File: src/rtl/tmr_pkg.sv
package tmr_pkg;
  localparam int ADDR_W = 3;
  localparam int NFLAG  = 4;   // A, B, C, overflow
  localparam int MODE_W = 7;

  typedef enum logic [ADDR_W-1:0] {
    A_CTRL = 3'd0, A_MODE = 3'd1, A_RA = 3'd2, A_RB = 3'd3,
    A_RC   = 3'd4, A_STAT = 3'd5, A_IEN = 3'd6, A_IDIS = 3'd7
  } reg_addr_e;

  typedef enum logic [1:0] {
    ACT_NONE = 2'd0, ACT_SET = 2'd1, ACT_CLR = 2'd2, ACT_TGL = 2'd3
  } wave_act_e;

  typedef struct packed {
    wave_act_e rc_act;   // bits 6:5
    wave_act_e ra_act;   // bits 4:3
    logic      src_ext;  // bit 2
    logic      stop_rc;  // bit 1
    logic      upto_rc;  // bit 0
  } mode_t;

  // control register bit positions
  localparam int C_EN  = 0;
  localparam int C_DIS = 1;
  localparam int C_TRG = 2;

  function automatic logic apply_act(input wave_act_e act, input logic cur);
    case (act)
      ACT_SET: return 1'b1;
      ACT_CLR: return 1'b0;
      ACT_TGL: return ~cur;
      default: return cur;
    endcase
  endfunction
endpackage

File: src/rtl/tmr_regs.sv
module tmr_regs
  import tmr_pkg::*;
#(
  parameter int CW = 16
) (
  input  logic                clk,
  input  logic                rst,
  input  logic                wr_en,
  input  logic                rd_en,
  input  logic [ADDR_W-1:0]   addr,
  input  logic [CW-1:0]       wdata,
  input  logic [NFLAG:0]      stat_i,
  output logic [CW-1:0]       rdata,
  output mode_t               mode_o,
  output logic [CW-1:0]       ra_o,
  output logic [CW-1:0]       rb_o,
  output logic [CW-1:0]       rc_o,
  output logic [NFLAG-1:0]    mask_o,
  output logic [NFLAG-1:0]    mask_nxt_o
);
  localparam int PAD_M = CW - MODE_W;
  localparam int PAD_S = CW - NFLAG - 1;
  localparam int PAD_K = CW - NFLAG;

  logic [CW-1:0] rd_mux;

  always_comb begin
    mask_nxt_o = mask_o;
    if (wr_en && addr == A_IEN)  mask_nxt_o = mask_nxt_o | wdata[NFLAG-1:0];
    if (wr_en && addr == A_IDIS) mask_nxt_o = mask_nxt_o & ~wdata[NFLAG-1:0];
  end

  always_ff @(posedge clk) begin
    if (rst) begin
      mode_o <= '0;
      ra_o   <= '0;
      rb_o   <= '0;
      rc_o   <= '0;
      mask_o <= '0;
    end else begin
      mask_o <= mask_nxt_o;
      if (wr_en) begin
        case (reg_addr_e'(addr))
          A_MODE:  mode_o <= mode_t'(wdata[MODE_W-1:0]);
          A_RA:    ra_o   <= wdata;
          A_RB:    rb_o   <= wdata;
          A_RC:    rc_o   <= wdata;
          default: ;
        endcase
      end
    end
  end

  always_comb begin
    case (reg_addr_e'(addr))
      A_MODE:         rd_mux = {{PAD_M{1'b0}}, mode_o};
      A_RA:           rd_mux = ra_o;
      A_RB:           rd_mux = rb_o;
      A_RC:           rd_mux = rc_o;
      A_STAT:         rd_mux = {{PAD_S{1'b0}}, stat_i};
      A_IEN, A_IDIS:  rd_mux = {{PAD_K{1'b0}}, mask_o};
      default:        rd_mux = '0;
    endcase
  end

  always_ff @(posedge clk) begin
    if (rst)        rdata <= '0;
    else if (rd_en) rdata <= rd_mux;
  end

  a_r9_idis_all: assert property (@(posedge clk) disable iff (rst)
    (wr_en && addr == A_IDIS && &wdata[NFLAG-1:0]) |=> (mask_o == '0));
  a_r9_ien_sets: assert property (@(posedge clk) disable iff (rst)
    (wr_en && addr == A_IEN) |=> ((mask_o & $past(wdata[NFLAG-1:0])) == $past(wdata[NFLAG-1:0])));
endmodule

File: src/rtl/tmr_core.sv
module tmr_core
  import tmr_pkg::*;
#(
  parameter int CW = 16
) (
  input  logic             clk,
  input  logic             rst,
  input  logic             tick_int,
  input  logic             tick_ext,
  input  logic             ctrl_wr,
  input  logic [2:0]       ctrl_bits,
  input  mode_t            mode,
  input  logic [CW-1:0]    ra,
  input  logic [CW-1:0]    rb,
  input  logic [CW-1:0]    rc,
  output logic [CW-1:0]    cnt_o,
  output logic             clk_on_o,
  output logic [NFLAG-1:0] evt_o
);
  localparam logic [CW-1:0] ONE = CW'(1);

  logic tick_sel, step, rc_hit;

  assign tick_sel = mode.src_ext ? tick_ext : tick_int;
  assign step     = clk_on_o && tick_sel;
  assign rc_hit   = (cnt_o == rc);

  always_comb begin
    evt_o    = '0;
    evt_o[0] = step && (cnt_o == ra);
    evt_o[1] = step && (cnt_o == rb);
    evt_o[2] = step && rc_hit;
    evt_o[3] = step && (&cnt_o) && !(mode.upto_rc && rc_hit);
  end

  always_ff @(posedge clk) begin
    if (rst) begin
      cnt_o    <= '0;
      clk_on_o <= 1'b0;
    end else begin
      if (step) begin
        cnt_o <= (mode.upto_rc && rc_hit) ? '0 : cnt_o + ONE;
        if (mode.stop_rc && rc_hit) clk_on_o <= 1'b0;
      end
      if (ctrl_wr) begin
        if (ctrl_bits[C_TRG]) cnt_o <= '0;
        if (ctrl_bits[C_DIS])     clk_on_o <= 1'b0;
        else if (ctrl_bits[C_EN]) clk_on_o <= 1'b1;
      end
    end
  end

  a_r2_free_step: assert property (@(posedge clk) disable iff (rst)
    (step && !ctrl_wr && !mode.upto_rc) |=> (cnt_o - $past(cnt_o) == ONE));
  a_r3_rc_zero: assert property (@(posedge clk) disable iff (rst)
    (step && !ctrl_wr && mode.upto_rc && cnt_o == rc) |=> (cnt_o == '0));
  a_r4_oneshot_off: assert property (@(posedge clk) disable iff (rst)
    (step && !ctrl_wr && mode.stop_rc && cnt_o == rc) |=> !clk_on_o);
  a_r5_restart: assert property (@(posedge clk) disable iff (rst)
    (ctrl_wr && ctrl_bits == 3'b101) |=> (clk_on_o && cnt_o == '0));
  a_r5_idle_hold: assert property (@(posedge clk) disable iff (rst)
    (!clk_on_o && !ctrl_wr) |=> $stable(cnt_o));
endmodule

File: src/rtl/tmr_wave.sv
module tmr_wave
  import tmr_pkg::*;
(
  input  logic      clk,
  input  logic      rst,
  input  logic      ra_evt,
  input  logic      rc_evt,
  input  wave_act_e ra_act,
  input  wave_act_e rc_act,
  output logic      wave_o
);
  logic w_a, w_c;

  always_comb begin
    w_a = ra_evt ? apply_act(ra_act, wave_o) : wave_o;
    w_c = rc_evt ? apply_act(rc_act, w_a)    : w_a;
  end

  always_ff @(posedge clk) begin
    if (rst) wave_o <= 1'b0;
    else     wave_o <= w_c;
  end

  a_r10_quiet: assert property (@(posedge clk) disable iff (rst)
    !(ra_evt || rc_evt) |=> $stable(wave_o));
  a_r10_rc_set: assert property (@(posedge clk) disable iff (rst)
    (rc_evt && rc_act == ACT_SET) |=> wave_o);
  a_r10_rc_clr: assert property (@(posedge clk) disable iff (rst)
    (rc_evt && rc_act == ACT_CLR) |=> !wave_o);
endmodule

File: src/rtl/tmr_irq.sv
module tmr_irq
  import tmr_pkg::*;
(
  input  logic             clk,
  input  logic             rst,
  input  logic [NFLAG-1:0] evt,
  input  logic             stat_rd,
  input  logic [NFLAG-1:0] mask_nxt,
  output logic [NFLAG-1:0] flags_o,
  output logic             irq_o
);
  logic [NFLAG-1:0] flags_d;

  assign flags_d = (stat_rd ? '0 : flags_o) | evt;

  always_ff @(posedge clk) begin
    if (rst) begin
      flags_o <= '0;
      irq_o   <= 1'b0;
    end else begin
      flags_o <= flags_d;
      irq_o   <= |(flags_d & mask_nxt);
    end
  end

  a_r8_read_clears: assert property (@(posedge clk) disable iff (rst)
    (stat_rd && evt == '0) |=> (flags_o == '0));
  a_r8_event_wins: assert property (@(posedge clk) disable iff (rst)
    (stat_rd && evt[2]) |=> flags_o[2]);
  a_r7_sticky: assert property (@(posedge clk) disable iff (rst)
    !stat_rd |=> ((flags_o & $past(flags_o)) == $past(flags_o)));
endmodule

File: src/rtl/tmr_wave_chan.sv
module tmr_wave_chan
  import tmr_pkg::*;
#(
  parameter int CW = 16
) (
  input  logic              clk,
  input  logic              rst,
  input  logic              tick_int_i,
  input  logic              tick_ext_i,
  input  logic              wr_en_i,
  input  logic              rd_en_i,
  input  logic [ADDR_W-1:0] addr_i,
  input  logic [CW-1:0]     wdata_i,
  output logic [CW-1:0]     rdata_o,
  output logic [CW-1:0]     count_o,
  output logic              wave_o,
  output logic              irq_o
);
  mode_t            mode;
  logic [CW-1:0]    ra, rb, rc;
  logic [NFLAG-1:0] mask, mask_nxt, flags, evt;
  logic             clk_on, ctrl_wr, stat_rd;

  assign ctrl_wr = wr_en_i && addr_i == A_CTRL;
  assign stat_rd = rd_en_i && addr_i == A_STAT;

  tmr_regs #(.CW(CW)) regs_i (
    .clk(clk), .rst(rst), .wr_en(wr_en_i), .rd_en(rd_en_i), .addr(addr_i),
    .wdata(wdata_i), .stat_i({clk_on, flags}), .rdata(rdata_o),
    .mode_o(mode), .ra_o(ra), .rb_o(rb), .rc_o(rc),
    .mask_o(mask), .mask_nxt_o(mask_nxt)
  );

  tmr_core #(.CW(CW)) core_i (
    .clk(clk), .rst(rst), .tick_int(tick_int_i), .tick_ext(tick_ext_i),
    .ctrl_wr(ctrl_wr), .ctrl_bits(wdata_i[2:0]), .mode(mode),
    .ra(ra), .rb(rb), .rc(rc),
    .cnt_o(count_o), .clk_on_o(clk_on), .evt_o(evt)
  );

  tmr_wave wave_i (
    .clk(clk), .rst(rst), .ra_evt(evt[0]), .rc_evt(evt[2]),
    .ra_act(mode.ra_act), .rc_act(mode.rc_act), .wave_o(wave_o)
  );

  tmr_irq irq_i (
    .clk(clk), .rst(rst), .evt(evt), .stat_rd(stat_rd),
    .mask_nxt(mask_nxt), .flags_o(flags), .irq_o(irq_o)
  );

  a_r9_irq_follows: assert property (@(posedge clk) disable iff (rst)
    irq_o == |(flags & mask));
  a_r1_reset_idle: assert property (@(posedge clk)
    $past(rst) |-> (count_o == '0 && !wave_o && !irq_o && !clk_on));
endmodule

File: config.mk
export PLATFORM = sky130hd
export DESIGN_NAME = tmr_wave_chan
export DESIGN_NICKNAME = d
export VERILOG_FILES = /design/src/rtl/tmr_pkg.sv /design/src/rtl/tmr_regs.sv /design/src/rtl/tmr_core.sv /design/src/rtl/tmr_wave.sv /design/src/rtl/tmr_irq.sv /design/src/rtl/tmr_wave_chan.sv
export SDC_FILE = /design/constraint.sdc
export NUM_CORES = 1
export LEC_CHECK = 0
export ABC_AREA = 1
export CORE_MARGIN = 3
export CORE_UTILIZATION = 50
export DETAILED_ROUTE_END_ITERATION = 7
export PLACE_DENSITY_LB_ADDON = 0.25
export SYNTH_ARGS = -nofsm -noshare
export SYNTH_HDL_FRONTEND = slang
export SYNTH_HIERARCHICAL = 1
export SYNTH_SLANG_ARGS = --single-unit
File: constraint.sdc
create_clock -name clk -period 2.55 [get_ports clk]
set_input_delay 0.51 -clock clk [delete_from_list [all_inputs] [get_ports clk]]
set_output_delay 0.51 -clock clk [all_outputs]
set_load 0.005 [all_outputs]
==> flow_summary_export.csv <==
group,metric,value,unit
routing,routed_wl,16.15,mm
sta,fin_ws,0.4119,ns
placed_design,place_hpwl,12.05,mm
sta,fmax,467.7,MHz
min_path,worst_hold_path_type,"reg2reg",
final_layout,drive_gt1_frac,0.09880,
routing,drt_iter0_drc,461,
floorplan,die_y,107.9,um
min_path,min_to,"regs_i/rdata[12]",
global_route,grt_max_degree,57,
clock_network,post_cts_buffers,0,
setup_path,cp.arrival,2.47,ns
clock_network,worstSkewPairLatency,0.39,ns
placed_design,dpl_cell_area,0.005923,sq mm
routing,first_pass_iters,7,
routing,wl_per_cell,16.77,um
pwr,powerDensity,495.9,mW/mm^2
pwr,power_leakage,2.440,nW
placed_design,place_ws,0.2111,ns
global_route,antenna_found_initial,0,
final_layout,design_area,0.006160,sq mm
sta,rsz0062_at_grt,"false",
global_route,grt_pass1_vias,4839,
pwr,peakVddDrop,0.4170,mV
setup_path,required,2.88,ns
setup_path,endpoint_kind,"flip-flop",
clock_network,cts_buffers,9,
final_layout,area_growth,18.54,%
logic_synthesis,synthCells,768,
routing,via_per_inst,5.481,
logic_synthesis,synth_fp_nets,794,
placed_design,gp_congestion,0.9362,
sta,finalSetupViolations,0,
pwr,total_power,0.003055,W
clock_network,post_cts_resized,0,
global_route,grtUsageTotal,0.2877,
floorplan,die_w,107.9,um
sta,post-route-period-util,0.8385,
clock_network,clkSlewWorstSetupHoldPaths,0.10,ns
setup_path,path_class,"reg2reg",
sta,whs,0.4688,ns
setup_path,startpoint_type,"flip-flop",
setup_path,reg2reg_depth,14,
routing,met2_length,7.329,mm
global_route,grt_pass1_wl,25.85,mm
routing,highest_layer,"met4",
logic_synthesis,synth_cell_types,40,
status,status,"complete, no violations",
clock_network,clk_path_buf_depth,2,
floorplan,num_rows,36,
logic_synthesis,synth-seq-cells,98,
final_layout,diodes,0,
min_path,hold_path_depth,2,
floorplan,dieArea,0.01165,sq mm
routing,wl_met3,1.232,mm
setup_path,worst-r2r-setup-slack,0.41,ns
min_path,min-delay-start,"regs_i/rdata[12]",
sta,skew,0.008008,ns
setup_path,r2r_start,"core_i/cnt_o[10]",
logic_synthesis,netlist_area,0.005196,sq mm
setup_path,rr_endpoint,"irq_i/irq_o",
clock_network,cts_tree,"yes",
clock_network,cts.sinks,98,
routing,drc,0,
floorplan,ios,59,
logic_synthesis,synth-warning-count,6,
sta,drv_slew,0,
sta,hold_viol_final,0,
routing,wl_met1,7.366,mm
sta,timing.final.crit_period,2.138,ns
clock_network,cts_hold_buf,0,
clock_network,ctsHtreeMaxLevel,3,
global_route,overflow,0,
floorplan,core_area,0.009955,sq mm
clock_network,clock-root-buffer,"clkbuf_8",
logic_synthesis,syn_avg_cell_area,6.766,sq um
routing,ant_nets,0,
routing,vias,5278,
floorplan,initial_core_util,0.5220,
final_layout,finalNetCount,851,
sta,tightest_slew,0.5796,ns
job,max-cap-violations,0,
final_layout,filler_cell_count,930,
setup_path,crit_fanout,10,
sta,max_slew_margin,0.6136,
sta,tns,0,ns
logic_synthesis,yosysSeqAreaShare,0.3776,
placed_design,portBuffers,58,
[cells in the mapped netlist, drive strengths merged]
master / instances / area share
nand2: 272 / 0.20
dfxtp: 98 / 0.38
a21oi: 71 / 0.068
inv: 65 / 0.047
nand3: 64 / 0.064
nor2: 60 / 0.050
buf: 19 / 0.023
a211oi: 16 / 0.030
nand4: 15 / 0.021
clkbuf: 14 / 0.010
xor2: 13 / 0.022
o21ai: 11 / 0.011
nor3: 8 / 0.014
o22ai: 8 / 0.0096
a221oi: 6 / 0.010
o21bai: 5 / 0.0072
a22o: 4 / 0.0067
nor4: 4 / 0.0048
or2: 4 / 0.0048
xnor2: 4 / 0.0067
a21boi: 2 / 0.0051
clkinv: 2 / 0.0014
ha: 1 / 0.0024
nand3b: 1 / 0.0039
o32ai: 1 / 0.0017
[layout make-up]
| type | instances | area, sq um | area share |
|---|---|---|---|
| multi-input combinational | 570 | 2808 | 0.4558 |
| sequential | 98 | 1962 | 0.3185 |
| inverter | 67 | 254.0 | 0.04124 |
| clock inverter | 5 | 85.08 | 0.01381 |
| timing repair buffer | 79 | 733.2 | 0.1190 |
| clock buffer | 11 | 151.4 | 0.02458 |
| tap | 133 | 166.4 | 0.02702 |
[layout by cell type, fill, tap and decap left out, types with 5 or more instances in the layout]
cell type        instances
a211oi_1                 9
a211oi_2                 7
a21oi_1                 71
a221oi_1                 6
buf_4                   21
clkbuf_8                11
clkdlybuf4s50_1         57
dfxtp_1                 98
inv_1                   52
inv_2                   12
nand2_1                268
nand3_1                 62
nand4_1                 14
nor2_1                  53
o21ai_0                 10
o21bai_1                 5
o22ai_1                  8
xor2_1                  13
[worst max-delay path by stage]
stage	from	to	slack (ns)	cells after the start
2_1_floorplan	tick_ext_i	irq_i/irq_o	0.81	12
3_3_place_gp	tick_ext_i	irq_i/irq_o	0.25	12
3_5_place_dp	tick_ext_i	wave_i/wave_o	0.21	9
4_1_cts	core_i/cnt_o[5]	count_o[5]	0.42	1
5_1_grt	core_i/cnt_o[10]	irq_i/irq_o	0.18	14
6_report	core_i/cnt_o[10]	irq_i/irq_o	0.41	14
[worst max-delay path, stage by stage, from the launching register on]
cell,delay [ns]
dfxtp_1,0.62
inv_2,0.11
nand2_1,0.09
nand2_1,0.06
nor2_1,0.09
nand2_1,0.09
nor2_2,0.20
nand2_1,0.08
nor2_1,0.34
inv_1,0.10
nand2_1,0.08
nand2_1,0.05
nand2_1,0.06
nor2_1,0.04
nor2_1,0.07
[power breakdown]
part | internal (W) | total, W | switching [W] | leakage [nW]
Sequential | 0.00155 | 0.00158 | 0.0000297 | 0.792
Combinational | 0.000107 | 0.000292 | 0.000186 | 1.53
Clock | 0.000611 | 0.00118 | 0.000567 | 0.116
Total | 0.00227 | 0.00305 | 0.000782 | 2.44
[registers in the layout, indices dropped and copies added, names as in the netlist]
| signal | flops |
|---|---|
| irq_i/irq_o | 1 |
| core_i/clk_on_o | 1 |
| regs_i/rdata | 16 |
| regs_i/ra_o | 16 |
| irq_i/flags_o | 4 |
| regs_i/mask_o | 4 |
| regs_i/rb_o | 16 |
| wave_i/wave_o | 1 |
| regs_i/rc_o | 16 |
| core_i/cnt_o | 16 |
| regs_i/mode_o | 7 |
[cells by family after synthesis]
logic type                 synth area share
and+or+nand+nor                      0.3600
DFF                                  0.3776
buffers and inverters               0.08211
AOI/OAI and AO/OA                    0.1493
xor gates and xnor gates            0.02865
adders and majority gates          0.002408
[through the flow]
stage	cells	util
5_1_grt	963	0.6188
4_1_cts	963	0.6188
3_3_place_gp	947	0.5950
2_1_floorplan	768	-
6_report	963	0.6188
3_5_place_dp	947	0.5950
[per-layer routing]
metal | vias up | GRT usage
met5 | - | 0
met4 | 0 | 0.06312
met3 | 15 | 0.06328
met2 | 188 | 0.4489
met1 | 2454 | 0.4097
li1 | 2621 | -
(Power assumes the default switching activity.)
